$ cat src/rtl/opreg_pkg.sv
// Shared encodings for the register file: the destination codes and the
// operand source codes used by microcode. Assumes 3-bit fields throughout.
package opreg_pkg;

    localparam int NUM_GPR  = 5;   // A, B, C, D, SP
    localparam int CODE_W   = 3;
    localparam int IDX_W    = 3;

    typedef enum logic [CODE_W-1:0] {
        DST_NONE = 3'b000,
        DST_A    = 3'b001,
        DST_B    = 3'b010,
        DST_C    = 3'b011,
        DST_D    = 3'b100,
        DST_SP   = 3'b101,
        DST_RSV  = 3'b110,
        DST_IR   = 3'b111
    } dst_code_e;

    typedef enum logic [CODE_W-1:0] {
        SRC_ZERO = 3'b000,
        SRC_A    = 3'b001,
        SRC_B    = 3'b010,
        SRC_C    = 3'b011,
        SRC_D    = 3'b100,
        SRC_SP   = 3'b101,
        SRC_MAR  = 3'b110,
        SRC_MDR  = 3'b111
    } src_code_e;

endpackage

$ cat src/rtl/opreg_dest_decode.sv
// Turns the microcode destination code into a one-hot register write enable.
// Code 3'b111 takes the register number from the opcode bits (A..D only).
// Assumes codes are known values; the reserved code and "none" write nothing.
module opreg_dest_decode
    import opreg_pkg::*;
(
    input  logic [CODE_W-1:0]  dest_sel,
    input  logic [1:0]         ir_reg,
    output logic [NUM_GPR-1:0] wr_en
);

    // Map the destination code to a one-hot register select.
    always_comb begin
        wr_en = '0;
        case (dst_code_e'(dest_sel))
            DST_A:   wr_en[0] = 1'b1;
            DST_B:   wr_en[1] = 1'b1;
            DST_C:   wr_en[2] = 1'b1;
            DST_D:   wr_en[3] = 1'b1;
            DST_SP:  wr_en[4] = 1'b1;
            DST_IR:  wr_en[ir_reg] = 1'b1;
            default: wr_en = '0;
        endcase
    end

endmodule

$ cat src/rtl/opreg_bank.sv
// Storage for the five registers. Each register is split into a low byte,
// written on any enabled write, and an upper part, written only on a wide
// write. Assumes at most one write enable is high per cycle.
module opreg_bank
    import opreg_pkg::*;
#(
    parameter int DATA_W = 16,
    parameter int BYTE_W = 8
) (
    input  logic                      clk,
    input  logic                      rst_n,
    input  logic [NUM_GPR-1:0]        wr_en,
    input  logic                      wide,
    input  logic [DATA_W-1:0]         wdata,
    output logic [NUM_GPR*DATA_W-1:0] regs_flat
);

    localparam int HI_W = DATA_W - BYTE_W;

    for (genvar g = 0; g < NUM_GPR; g++) begin : g_reg
        logic [BYTE_W-1:0] lo_q;
        logic [HI_W-1:0]   hi_q;

        // Low byte: cleared by reset, loaded on any write to this register.
        always_ff @(posedge clk) begin
            if (!rst_n)
                lo_q <= '0;
            else if (wr_en[g])
                lo_q <= wdata[BYTE_W-1:0];
        end

        // Upper part: cleared by reset, loaded only by a wide write.
        always_ff @(posedge clk) begin
            if (!rst_n)
                hi_q <= '0;
            else if (wr_en[g] && wide)
                hi_q <= wdata[DATA_W-1:BYTE_W];
        end

        assign regs_flat[g*DATA_W +: DATA_W] = {hi_q, lo_q};
    end

endmodule

$ cat src/rtl/opreg_operand.sv
// One ALU operand latch with its own 8-way source selector. The selector
// sees the register values as they are before the current edge's write.
// Assumes the source code is a known value.
module opreg_operand
    import opreg_pkg::*;
#(
    parameter int DATA_W = 16
) (
    input  logic                      clk,
    input  logic                      rst_n,
    input  logic [CODE_W-1:0]         src_sel,
    input  logic                      load,
    input  logic [NUM_GPR*DATA_W-1:0] regs_flat,
    input  logic [DATA_W-1:0]         mar_in,
    input  logic [DATA_W-1:0]         mdr_in,
    output logic [DATA_W-1:0]         q
);

    logic [DATA_W-1:0] sel_val;

    // Pick the operand value named by the source code.
    always_comb begin
        case (src_code_e'(src_sel))
            SRC_ZERO: sel_val = '0;
            SRC_A:    sel_val = regs_flat[0*DATA_W +: DATA_W];
            SRC_B:    sel_val = regs_flat[1*DATA_W +: DATA_W];
            SRC_C:    sel_val = regs_flat[2*DATA_W +: DATA_W];
            SRC_D:    sel_val = regs_flat[3*DATA_W +: DATA_W];
            SRC_SP:   sel_val = regs_flat[4*DATA_W +: DATA_W];
            SRC_MAR:  sel_val = mar_in;
            SRC_MDR:  sel_val = mdr_in;
            default:  sel_val = '0;
        endcase
    end

    // Capture the selected operand when strobed; otherwise hold.
    always_ff @(posedge clk) begin
        if (!rst_n)
            q <= '0;
        else if (load)
            q <= sel_val;
    end

endmodule

$ cat src/rtl/opreg_file.sv
// Top of the register file: destination decode, register storage and the
// two operand latches X and Y. Assumes a synchronous active-low reset and
// control inputs that are stable around the rising edge.
module opreg_file
    import opreg_pkg::*;
#(
    parameter int DATA_W = 16,
    parameter int BYTE_W = 8
) (
    input  logic                      clk,
    input  logic                      rst_n,
    input  logic [DATA_W-1:0]         z_bus,
    input  logic [2:0]                dest_sel,
    input  logic [1:0]                ir_reg,
    input  logic                      wide,
    input  logic [DATA_W-1:0]         mar_in,
    input  logic [DATA_W-1:0]         mdr_in,
    input  logic [2:0]                x_src,
    input  logic [2:0]                y_src,
    input  logic                      x_load,
    input  logic                      y_load,
    output logic [DATA_W-1:0]         x_out,
    output logic [DATA_W-1:0]         y_out,
    output logic [NUM_GPR*DATA_W-1:0] regs_o
);

    localparam int NUM_OPS = 2;

    logic [NUM_GPR-1:0]                 wr_en;
    logic [NUM_OPS-1:0][CODE_W-1:0]     op_src;
    logic [NUM_OPS-1:0]                 op_load;
    logic [NUM_OPS-1:0][DATA_W-1:0]     op_q;

    assign op_src  = {y_src, x_src};
    assign op_load = {y_load, x_load};
    assign x_out   = op_q[0];
    assign y_out   = op_q[1];

    opreg_dest_decode u_dec (
        .dest_sel (dest_sel),
        .ir_reg   (ir_reg),
        .wr_en    (wr_en)
    );

    opreg_bank #(
        .DATA_W (DATA_W),
        .BYTE_W (BYTE_W)
    ) u_bank (
        .clk       (clk),
        .rst_n     (rst_n),
        .wr_en     (wr_en),
        .wide      (wide),
        .wdata     (z_bus),
        .regs_flat (regs_o)
    );

    for (genvar g = 0; g < NUM_OPS; g++) begin : g_op
        opreg_operand #(
            .DATA_W (DATA_W)
        ) u_op (
            .clk       (clk),
            .rst_n     (rst_n),
            .src_sel   (op_src[g]),
            .load      (op_load[g]),
            .regs_flat (regs_o),
            .mar_in    (mar_in),
            .mdr_in    (mdr_in),
            .q         (op_q[g])
        );
    end

endmodule

$ cat config.mk
export PLATFORM = sky130hd
export DESIGN_NAME = opreg_file
export DESIGN_NICKNAME = d
export VERILOG_FILES = /design/src/rtl/opreg_pkg.sv /design/src/rtl/opreg_dest_decode.sv /design/src/rtl/opreg_bank.sv /design/src/rtl/opreg_operand.sv /design/src/rtl/opreg_file.sv
export SDC_FILE = /design/constraint.sdc
export NUM_CORES = 1
export LEC_CHECK = 0
export ABC_AREA = 1
export BUFFER_PORTS_ARGS = -buffer_cell sky130_fd_sc_hd__buf_4
export CAP_MARGIN = 20
export CORE_MARGIN = 2
export CORE_UTILIZATION = 30
export DETAILED_ROUTE_END_ITERATION = 8
export MAX_ROUTING_LAYER = met4
export SLEW_MARGIN = 10
export SYNTH_ARGS = -nofsm -noshare
export SYNTH_HDL_FRONTEND = slang
export SYNTH_SLANG_ARGS = --single-unit
$ cat constraint.sdc
create_clock -name clk -period 2.2 [get_ports clk]
set_clock_uncertainty 0.2 [all_clocks]
set_input_delay 0.33 -clock clk [delete_from_list [all_inputs] [get_ports clk]]
set_output_delay 0.33 -clock clk [all_outputs]
set_load 0.01 [all_outputs]
Yosys cells after proc, flatten, opt, wreduce, memory -nomap -nowiden
Cells that the tools add are included.
{ "word_totals": {"register_bits": 112, "output_inout_bits": 112, "elab_cells": 51, "in_bits": 64} }
{ "op_classes": {"n_reduce_logical": 8, "n_mux": 9, "eq_ne": 20, "magnitude_cmp": 2} }
{ "op_table": {"columns": ["op", "n"], "rows": [
  ["16-bit one-hot mux with 8 select lines", 2],
  ["3-bit equality test (second input constant)", 11],
  ["3-bit by 2-bit equality test with 1-bit output (second input constant)", 6],
  ["3-bit by 1-bit equality test with 1-bit output (second input constant)", 3],
  ["1-bit one-hot mux with 2 select lines", 4],
  ["1-bit logical AND", 6],
  ["3-bit zero test", 2],
  ["2-bit by 4-bit less-than comparator with 1-bit output (second input constant)", 1],
  ["1-bit demux with 2-bit select", 1],
  ["2-bit by 1-bit >= comparator with 1-bit output (second input constant)", 1],
  ["1-bit 2-to-1 mux", 2]
]} }

Longest topological paths before layout
{ "logic_depth": {"depth_word": 6, "depth_mapped": 9, "depth_no_buf": 8} }

By module
A second synthesis with hierarchy kept.
{ "hier_totals": {"cells_unflattened": 1108, "area_unflattened_um2": 6927.9} }
{ "modules_own_cells": {"columns": ["module", "cells_per_inst", "n_inst", "area_per_inst_um2"], "rows": [
  ["opreg_operand", 329, 2, 1883.1],
  ["opreg_bank", 429, 1, 3072.9],
  ["opreg_dest_decode", 21, 1, 88.8]
]} }

Worst setup path before layout
Ideal clock, no wire load.
{ "synth_path": {"kind": "input port to flip-flop", "start": "input x_src[1]", "end": "register g_op[0].u_op.q[11]", "arrival_time_ps": 1136, "path_slack_ps": 732, "n_path_buf": 3, "stages": 9, "setup_time_ps": 132, "cell_sequence": "buf_4 -> buf_4 -> buf_2 -> nand4_1 -> nand2_1 -> nor2_1 -> nand2_1 -> nand2_1 -> a21oi_1"} }
{ "synth_via": {"elab_chain_len": 2} }
{ "synth_rtl": {"columns": ["item", "line", "rtl"], "rows": [
  ["start, declared", "opreg_file.sv:18", "input logic [2:0] x_src,"],
  ["3-bit equality test (tied with other cells)", "opreg_operand.sv:23", "case (src_code_e'(src_sel))"],
  ["16-bit one-hot mux with 8 select lines (*)", "opreg_operand.sv:23", null],
  ["end signal, assigned", "opreg_operand.sv:41", "q <= sel_val;"],
  ["end, declared", "opreg_operand.sv:16", "output logic [DATA_W-1:0] q"]
]} }
Every way passes the cells marked *; elsewhere a longest branch is shown, timed or not.
A chain may end at the register's enable or synchronous reset.

Final worst setup path
{ "layout_path": {"start": "input x_src[2]", "end": "register g_op[0].u_op.q[12]"} }
Same word-level chain as after synthesis.

==> impl_summary.txt <==
----------------------------------------------------
[Run]
  Count of max-cap constraint violations ... 0

[Placement]
  # port buffers ... 175
  Last weighted congestion value of the routability-driven placer ... 0.858
  DPL Wire Length ... 19,600 um

[Pwr]
  Maximum vdd drop ... 392 uV
  Power, Total ... 0.00486 W
  Pwr Density ... 599 mW/mm^2
  Static leakage ... 3.73 nW

[Clock network]
  Maximum buffer depth of the clock tree ... 2
  Number of buffers inserted by hold repair at cts ... 0
  Cell chosen for the clock root ... sky130_fd_sc_hd__clkbuf_16
  H-tree lvl count ... 3
  CTS clk-pin slew, worst paths ... 0.08 ns
  Total of cells resized after clock tree synthesis ... 0
  Clock Latency Late Sink ... 0.37 ns
  CTS tree ... done
  Clk sinks ... 112
  CTS buffer count ... 9
  Post-CTS Repair Setup Buffers ... 0

[GRT]
  Pin count of the biggest net entering global routing ... 65
  Antenna violations before repair ... 0
  Overflow after GRT ... 0
  Overall track demand over capacity in global routing ... 23.3%
  Number of global-route vias before repair ... 6,285
  First-pass GRT wire length ... 38,600 um

[Logic synthesis]
  Mapped Area ... 0.00637 mm^2
  Share of the synthesized area in the top cell type ... 35.2%
  Cell count after synthesis ... 1,002
  Count of warnings emitted by yosys ... 0
  Unique masters post-synth ... 20
  Post-synthesis area per instance ... 6.36 um^2
  Dominant cell type by area after synthesis ... sky130_fd_sc_hd__dfxtp_1
  Sequential element share of the synthesized area ... 35.2%
  FF+latch count, synth ... 112
  Synthesized Nets ... 1,066
  Cells taking the most area after synthesis ... sky130_fd_sc_hd__dfxtp_1, sky130_fd_sc_hd__nand4_1, sky130_fd_sc_hd__nand2_1

[Die]
  Initial cell density of the core ... 30.4%
  Row count ... 53
  Die Span X ... 150 um
  IO Pins ... 176
  Die Area ... 0.0224 mm^2
  CORE AREA ... 0.0210 mm^2
  Vert. Die Dim ... 150 um

[Detailed routing]
  First-pass iteration count of the detailed router ... 8
  Total DRC errors in the routed layout ... 0
  Routed vias ... 7,429
  Mean number of vias per cell ... 5.27
  Number of design-rule violations left by the first detailed-router iteration ... 860
  Wire length reported by the detailed router ... 26,300 um
  Antenna-violating nets left ... 0
  Routed length per instance ... 18.7 um

[STA]
  Post-route setup TNS ... 0 ns
  Setup repair after global routing missed its margin ... no
  Final period util ... 72.5%
  Final Setup Violations ... 0
  Final hold vios ... 0
  Highest clock frequency the design can meet ... 627 MHz
  Final slew viol count ... 0
  Transition time at the pin with the least slew margin ... 0.631 ns
  Time the worst path needs with I/O delays and setup ... 1.59 ns
  Tightest slew margin relative to the limit ... 57.9%

[Status]
  Run status ... finished clean

[Worst hold path]
  Hold Path Depth ... 3
  Min-delay worst type ... in -> reg

[Critical path]
  Setup slack of the most critical reg-to-reg path ... 0.86 ns
  Number of cell instances on the worst register-to-register path ... 6
  Worst setup EP type ... register
  Critical Path Start Type ... input port
  Critical path class ... in -> reg
  Worst EP arrival ... 1.69 ns
  Data required time of the worst path ... 2.30 ns
  Maximum fanout along the worst path ... 34

[Final layout]
  Area growth from synthesis to layout ... 27.6%
  Ant diodes ... 0
  Most used cells in the layout excluding fill and tap cells ... sky130_fd_sc_hd__nand2_1, sky130_fd_sc_hd__buf_4, sky130_fd_sc_hd__nor2_1, sky130_fd_sc_hd__nand4_1, sky130_fd_sc_hd__dfxtp_1
  Leading cell type in the layout, fill and taps excluded ... sky130_fd_sc_hd__nand2_1
  Nets ... 1,194
  Fraction of layout instances using a drive strength above 1 ... 20.5%

----------------------------------------------------
-- state kept, by name, summed over array words and instances (netlist names) --
name / flops
u_bank.g.lo_q: 40
g_op.u_op.q: 32
u_bank.g.hi_q: 40
-- per-stage QoR --
| step | setup slack (ns) | hold WS (ns) | area (um^2) | utilization [%] | cells |
|---|---|---|---|---|---|
| floorplan | 0.732 | 0.265 | 6370 | - | 1002 |
| global placement | 0.284 | 0.254 | 7820 | 37.3 | 1394 |
| detailed placement | 0.262 | 0.258 | 7820 | 37.3 | 1394 |
| CTS | 0.634 | 0.0422 | 8130 | 38.8 | 1409 |
| global route | 0.439 | 0.0477 | 8130 | 38.8 | 1409 |
| finish | 0.606 | 0.0462 | 8130 | 38.8 | 1409 |
-- final timing paths --
kind                             end                     from
min          u_bank.g_reg[3].lo_q[7]                 z_bus[7]
min reg2reg        g_op[1].u_op.q[2]        g_op[1].u_op.q[2]
max reg2reg       g_op[1].u_op.q[10]  u_bank.g_reg[4].hi_q[2]
max               g_op[0].u_op.q[12]                 x_src[2]
-- cell type report --
class | instances | area [um^2]
Timing Repair Buffer | 198 | 1520
Clock inverter | 6 | 76.3
Multi-Input combinational cell | 769 | 3560
Clock buffer | 9 | 225
Sequential cell | 112 | 2240
Tap cell | 275 | 344
Fill cell | 2286 | 12800
Inverter | 40 | 153
-- cell usage after synthesis (all sizes together) --
master and number:
o21ai 56, dfxtp 112, nor2 195, a21oi 65, nand4 160, clkinv 5
inv 35, nand2 234, buf 48, clkbuf 33, nand3 59
-- layer usage --
metal  up-vias  part of all wire, %  track usage, %
li1       3679                    -               -
met1      3397                   48            35.2
met5         -                    0               -
met4         0                  1.4            6.18
met3        25                  7.9            3.17
met2       328                   42            32.3
-- cells by family (layout without fill, tap and decap cells) --
family | Yosys count | count (layout) | synth area share [%]
flops | 112 | 112 | 35.2
simple gates | 648 | 648 | 46.3
buf+inv | 121 | 253 | 8.88
compound gates | 121 | 121 | 9.57
-- power breakdown --
part | switching, W | leakage (nW) | internal, W
logic | 0.000559 | 2.67 | 0.000332
registers | 0.000115 | 0.913 | 0.00212
clock network | 0.000844 | 0.148 | 0.000898
-- critical path: stages --
cell                       delay, ns
sky130_fd_sc_hd__buf_4          0.12
sky130_fd_sc_hd__clkinv_1       0.04
sky130_fd_sc_hd__buf_4          0.31
sky130_fd_sc_hd__nand3_2        0.38
sky130_fd_sc_hd__nor2_1         0.20
sky130_fd_sc_hd__nor2_1         0.07
sky130_fd_sc_hd__nand2_1        0.06
sky130_fd_sc_hd__nand2_1        0.04
sky130_fd_sc_hd__a21oi_1        0.13
No activity file was read; power rests on OpenSTA's default activity.
